`src/rtl/fcmp_pkg.sv`:
```
package fcmp_pkg;

    // Condition code encoding {N,Z,C,V}
    localparam logic [3:0] FLAGS_LT = 4'b1000;
    localparam logic [3:0] FLAGS_EQ = 4'b0110;
    localparam logic [3:0] FLAGS_GT = 4'b0010;
    localparam logic [3:0] FLAGS_UN = 4'b0011;

    typedef struct packed {
        logic [3:0] flags;
        logic       invalid;
    } cmp_res_t;

endpackage

```
`src/rtl/fcmp_classify.sv`:
```
module fcmp_classify #(
    parameter int EXP_W  = 8,
    parameter int FRAC_W = 23
) (
    input  logic [EXP_W+FRAC_W:0] word_i,
    output logic                  is_nan_o,
    output logic                  is_quiet_o,
    output logic                  mag_zero_o
);
    localparam int W = 1 + EXP_W + FRAC_W;

    logic [EXP_W-1:0]  exp_f;
    logic [FRAC_W-1:0] frac_f;

    assign exp_f      = word_i[W-2:FRAC_W];
    assign frac_f     = word_i[FRAC_W-1:0];
    assign is_nan_o   = (&exp_f) && (|frac_f);
    assign is_quiet_o = frac_f[FRAC_W-1];
    assign mag_zero_o = ~|word_i[W-2:0];
endmodule

```
`src/rtl/fcmp_order.sv`:
```
module fcmp_order #(
    parameter int W = 32
) (
    input  logic [W-1:0] d_i,
    input  logic [W-1:0] m_i,
    input  logic         d_zero_i,
    input  logic         m_zero_i,
    output logic         lt_o,
    output logic         eq_o
);
    logic sign_diff;
    logic ult;

    assign sign_diff = d_i[W-1] ^ m_i[W-1];
    assign ult       = d_i < m_i;
    assign eq_o      = (d_i == m_i) || (d_zero_i && m_zero_i);

    always_comb begin
        if (sign_diff) lt_o = d_i[W-1];
        else           lt_o = d_i[W-1] ^ ult;
    end
endmodule

```
`src/rtl/fcmp_flags.sv`:
```
module fcmp_flags
    import fcmp_pkg::*;
#(
    parameter int EXP_W   = 8,
    parameter int FRAC_W  = 23,
    parameter bit REG_OUT = 1'b1
) (
    input  logic                  clk,
    input  logic                  rst_n,
    input  logic [EXP_W+FRAC_W:0] op_d,
    input  logic [EXP_W+FRAC_W:0] op_m,
    input  logic                  sig_qnan,
    input  logic                  vs_zero,
    output logic [3:0]            flags,
    output logic                  invalid
);
    localparam int W     = 1 + EXP_W + FRAC_W;
    localparam int N_OPS = 2;

    logic [W-1:0]     opnd [N_OPS];
    logic [N_OPS-1:0] nan_v;
    logic [N_OPS-1:0] quiet_v;
    logic [N_OPS-1:0] zero_v;
    logic             lt;
    logic             eq;
    cmp_res_t         res_d;
    cmp_res_t         res_q;

    assign opnd[0] = op_d;
    assign opnd[1] = vs_zero ? '0 : op_m;

    for (genvar i = 0; i < N_OPS; i++) begin : g_cls
        fcmp_classify #(.EXP_W(EXP_W), .FRAC_W(FRAC_W)) u_cls (
            .word_i     (opnd[i]),
            .is_nan_o   (nan_v[i]),
            .is_quiet_o (quiet_v[i]),
            .mag_zero_o (zero_v[i])
        );
    end

    fcmp_order #(.W(W)) u_ord (
        .d_i      (opnd[0]),
        .m_i      (opnd[1]),
        .d_zero_i (zero_v[0]),
        .m_zero_i (zero_v[1]),
        .lt_o     (lt),
        .eq_o     (eq)
    );

    always_comb begin
        res_d = '0;
        if (|nan_v) begin
            res_d.flags   = FLAGS_UN;
            res_d.invalid = |(nan_v & (~quiet_v | {N_OPS{sig_qnan}}));
        end else if (eq) begin
            res_d.flags = FLAGS_EQ;
        end else if (lt) begin
            res_d.flags = FLAGS_LT;
        end else begin
            res_d.flags = FLAGS_GT;
        end
    end

    if (REG_OUT) begin : g_reg
        always_ff @(posedge clk or negedge rst_n) begin
            if (!rst_n) res_q <= '0;
            else        res_q <= res_d;
        end
    end else begin : g_comb
        assign res_q = res_d;
    end

    assign flags   = res_q.flags;
    assign invalid = res_q.invalid;
endmodule

```
`config.mk`:
```
export PLATFORM = sky130hd
export DESIGN_NAME = fcmp_flags
export DESIGN_NICKNAME = d
export VERILOG_FILES = /design/src/rtl/fcmp_pkg.sv /design/src/rtl/fcmp_classify.sv /design/src/rtl/fcmp_order.sv /design/src/rtl/fcmp_flags.sv
export SDC_FILE = /design/constraint.sdc
export NUM_CORES = 1
export LEC_CHECK = 0
export ABC_AREA = 1
export BUFFER_PORTS_ARGS = -buffer_cell sky130_fd_sc_hd__buf_4
export CORE_MARGIN = 3
export CORE_UTILIZATION = 50
export CTS_CLUSTER_SIZE = 28
export DETAILED_ROUTE_END_ITERATION = 6
export PLACE_DENSITY = 0.83
export SYNTH_ARGS = -nofsm -noshare
export SYNTH_HDL_FRONTEND = slang
export SYNTH_HIERARCHICAL = 1
export SYNTH_SLANG_ARGS = --single-unit
```
`constraint.sdc`:
```
create_clock -name clk -period 0.8 [get_ports clk]
set_input_delay 0.04 -clock clk [delete_from_list [all_inputs] [get_ports clk]]
set_output_delay 0.04 -clock clk [all_outputs]
set_load 0.02 [all_outputs]
```
==> results.sh <==
export IMPL_synthCells=327
export IMPL_cts_buffers=3
export IMPL_cp_num_buf_inv=6
export IMPL_p_leak_nw=1.78
export IMPL_rows=21
export IMPL_area_delta_synth_final_pct=77.4
export IMPL_post_place_cells=476
export IMPL_grt_max_degree=9
export IMPL_pwr_share_comb_pct=74.7
export IMPL_path_clk_slew_ps=50
export IMPL_power_density_mw_per_mm2=744
export IMPL_p_seq_share_pct=11.7
export IMPL_hp_class="in -> reg"
export IMPL_dieWidth_um=65.7
export IMPL_start_util_pct=52.6
export IMPL_htreeDepth=1
export IMPL_io_pins=73
export IMPL_hold_ws_ps=118
export IMPL_tightest_slew_ps=382
export IMPL_cts_sinks=5
export IMPL_synthTopCellsByArea="ha_1 (22%), inv_1 (19%), nor2_1 (16%), nand2_1 (16%), dfrtp_1 (7.0%)"
export IMPL_drt_iter0_markers=554
export IMPL_rsz0062_at_grt="true"
export IMPL_fmax_mhz=452
export IMPL_start_kind="input port"
export IMPL_fin_total_pwr_mw=2.36
export IMPL_cp_cell_sequence="buf_12, buf_12, nor2_4, inv_1, ha_1, nand2_2, inv_2, nand2_2, inv_1, nand2_1, nand2_2, a21oi_2, nand4_1, nand2_1, nand2_1, nor2_2, inv_1"
export IMPL_place_congestion=0.865
export IMPL_postSynthAreaPerCell_um2=5.46
export IMPL_pre_cts_ws_ps=-1060
export IMPL_synth_cell_types=22
export IMPL_fillCellCount=121
export IMPL_switchingPower_mw=1.09
export IMPL_core_area_mm2=0.00339
export IMPL_n_antenna_cell=0
export IMPL_overflow=0
export IMPL_drc=100
export IMPL_irDropWorstVdd_v=0.000376
export IMPL_num_vias=2899
export IMPL_detailed_place_hpwl_mm=4.46
export IMPL_synth_seq_area_share_pct=7.01
export IMPL_worstPathRequired_ps=940
export IMPL_cp_slowest_cell="ha_1"
export IMPL_syn_nets=427
export IMPL_ys_warn_count=6
export IMPL_final_critical_path_setup_slack_ps=-1410
export IMPL_layout_nets=542
export IMPL_cts_root_buffer="clkbuf_4"
export IMPL_ys_seq_elements=5
export IMPL_slowest_delay_ps=320
export IMPL_synth_area_mm2=0.00178
export IMPL_cts_tree="yes"
export IMPL_worstSetupPathType="in -> reg"
export IMPL_instances_no_fill=487
export IMPL_grt_pass1_wl_mm=9.11
export IMPL_violations="DRC, setup timing"
export IMPL_dieHeight_um=65.7
export IMPL_layout_common_cells="buf_4 (106), inv_1 (79), nand2_1 (67)"
export IMPL_dr_pass1_iters=7
export IMPL_synth_top_area_share_pct=22.4
export IMPL_clkPwrFrac_pct=13.5
export IMPL_hold_viol=0
export IMPL_vias_per_cell=5.95
export IMPL_slew_headroom_pct=74.4
export IMPL_layout_commonest_cell="buf_4"
export IMPL_wirelength_mm=9.41
export IMPL_status="finished, violations left"
export IMPL_cp_arrival_ps=2350
export IMPL_crit_family="simple AND/OR/NAND/NOR gates"
export IMPL_cp_end_kind="register"
export IMPL_final_layout_size_suffix_gt1_share_pct=45.6
export IMPL_setup_viol_count_final=9
export IMPL_grtUsageTotal_pct=26.2
export IMPL_switching_share_pct=46.1
export IMPL_finalCritPeriodShare_pct=276
export IMPL_antenna_found_initial=0
export IMPL_die_area_mm2=0.00432
export IMPL_post_route_min_period_ps=2210
export IMPL_p_int_mw=1.27
export IMPL_grt_pass1_vias=2286
export IMPL_max_cap_violations=0
export IMPL_synth_area_leader_cell="ha_1"
export IMPL_final_antenna_net_count=0
export IMPL_clockBufferDepth=2
export IMPL_port_buffers=72
export IMPL_finalMaxSlewViolations=0
export IMPL_cp_max_fo=8
export IMPL_wl_per_cell_um=19.3
-- kinds of logic after synthesis --
family          Yosys count  synth area share (%)
fa+ha+maj                32                  22.4
compound gates           15                  5.05
buf+inv                  99                  22.5
flops                     5                  7.01
simple gates            176                  43.0
-- power groups by stage --
stage	Clock [mW]	Combinational [mW]	Sequential, mW
after global placement	0	1.26	0.277
after global routing	0.341	1.86	0.276
after floorplan	0	0.710	0.299
after CTS	0.287	1.38	0.273
final	0.318	1.76	0.277
after detailed placement	0	1.30	0.277
-- sequential cells by signal, summed over array words and instances (netlist names) --
signal,flops
invalid,1
flags,4
-- tightest hold or removal path, stage by stage --
cell and delay [ps]:
buf_4 80, inv_1 40, nand2_1 50, nand2_1 50
nand2_1 60
-- final cells by class --
cell class                 instances  area, um2  share of cell area [%]
tap                               46       57.6                    1.82
timing repair buffer             115        938                    29.6
multi-input combinational        223       1670                    52.6
clock buffer                       4       26.3                   0.830
sequential                         5        125                    3.95
inverter                          94        353                    11.1
-- what timing repair did --
| item | 4_1_cts | 5_1_grt |
|---|---|---|
| pin swaps | 16 | 13 |
| endpoints found under the setup margin | 5 | 8 |
| endpoints found under the hold margin | 5 | 0 |
| gates cloned | 1 | 0 |
| buffers inserted | 2 | 3 |
| resized for setup | 19 | 41 |
| hold buffers | 1 | 0 |
-- metrics by stage --
stage / utilization (%) / area [um2] / setup TNS (ps)
floorplan: - / 1970 / -1970
global placement: 82.6 / 2800 / -4080
detailed placement: 82.6 / 2800 / -4200
CTS: 87.4 / 2960 / -2660
global route: 93.4 / 3170 / -5100
finish: 93.4 / 3170 / -4660
-- synth_stat cells --
master / n
inv_1: 89
nor2_1: 76
nand2_1: 74
ha_1: 32
a21oi_1: 9
nand4_1: 7
nor2_2: 7
dfrtp_1: 5
inv_2: 5
a21o_1: 4
buf_6: 3
buf_4: 2
nand2_4: 2
nand3_1: 2
nand3b_1: 2
nor3_1: 2
nand2_2: 1
nand4_4: 1
nor2_4: 1
nor2_8: 1
o21bai_1: 1
o31ai_1: 1
-- worst paths after layout --
| kind | endpoint | cells past startpoint | startpoint | slack (ps) |
|---|---|---|---|---|
| setup / recovery | flags[1]$_DFF_PN0_ | 17 | vs_zero | -1410 |
| hold / removal | invalid$_DFF_PN0_ | 5 | sig_qnan | 120 |
| max in group asynchronous | flags[3]$_DFF_PN0_ | 2 | rst_n | 560 |
| min in group asynchronous | flags[0]$_DFF_PN0_ | 2 | rst_n | 140 |
-- layer usage --
layer	share of wire, %	track usage, %
met2	46	51.6
met5	0	0
met1	31	27.7
met4	9.3	8.55
met3	14	3.76
(Power assumes the default switching activity.)
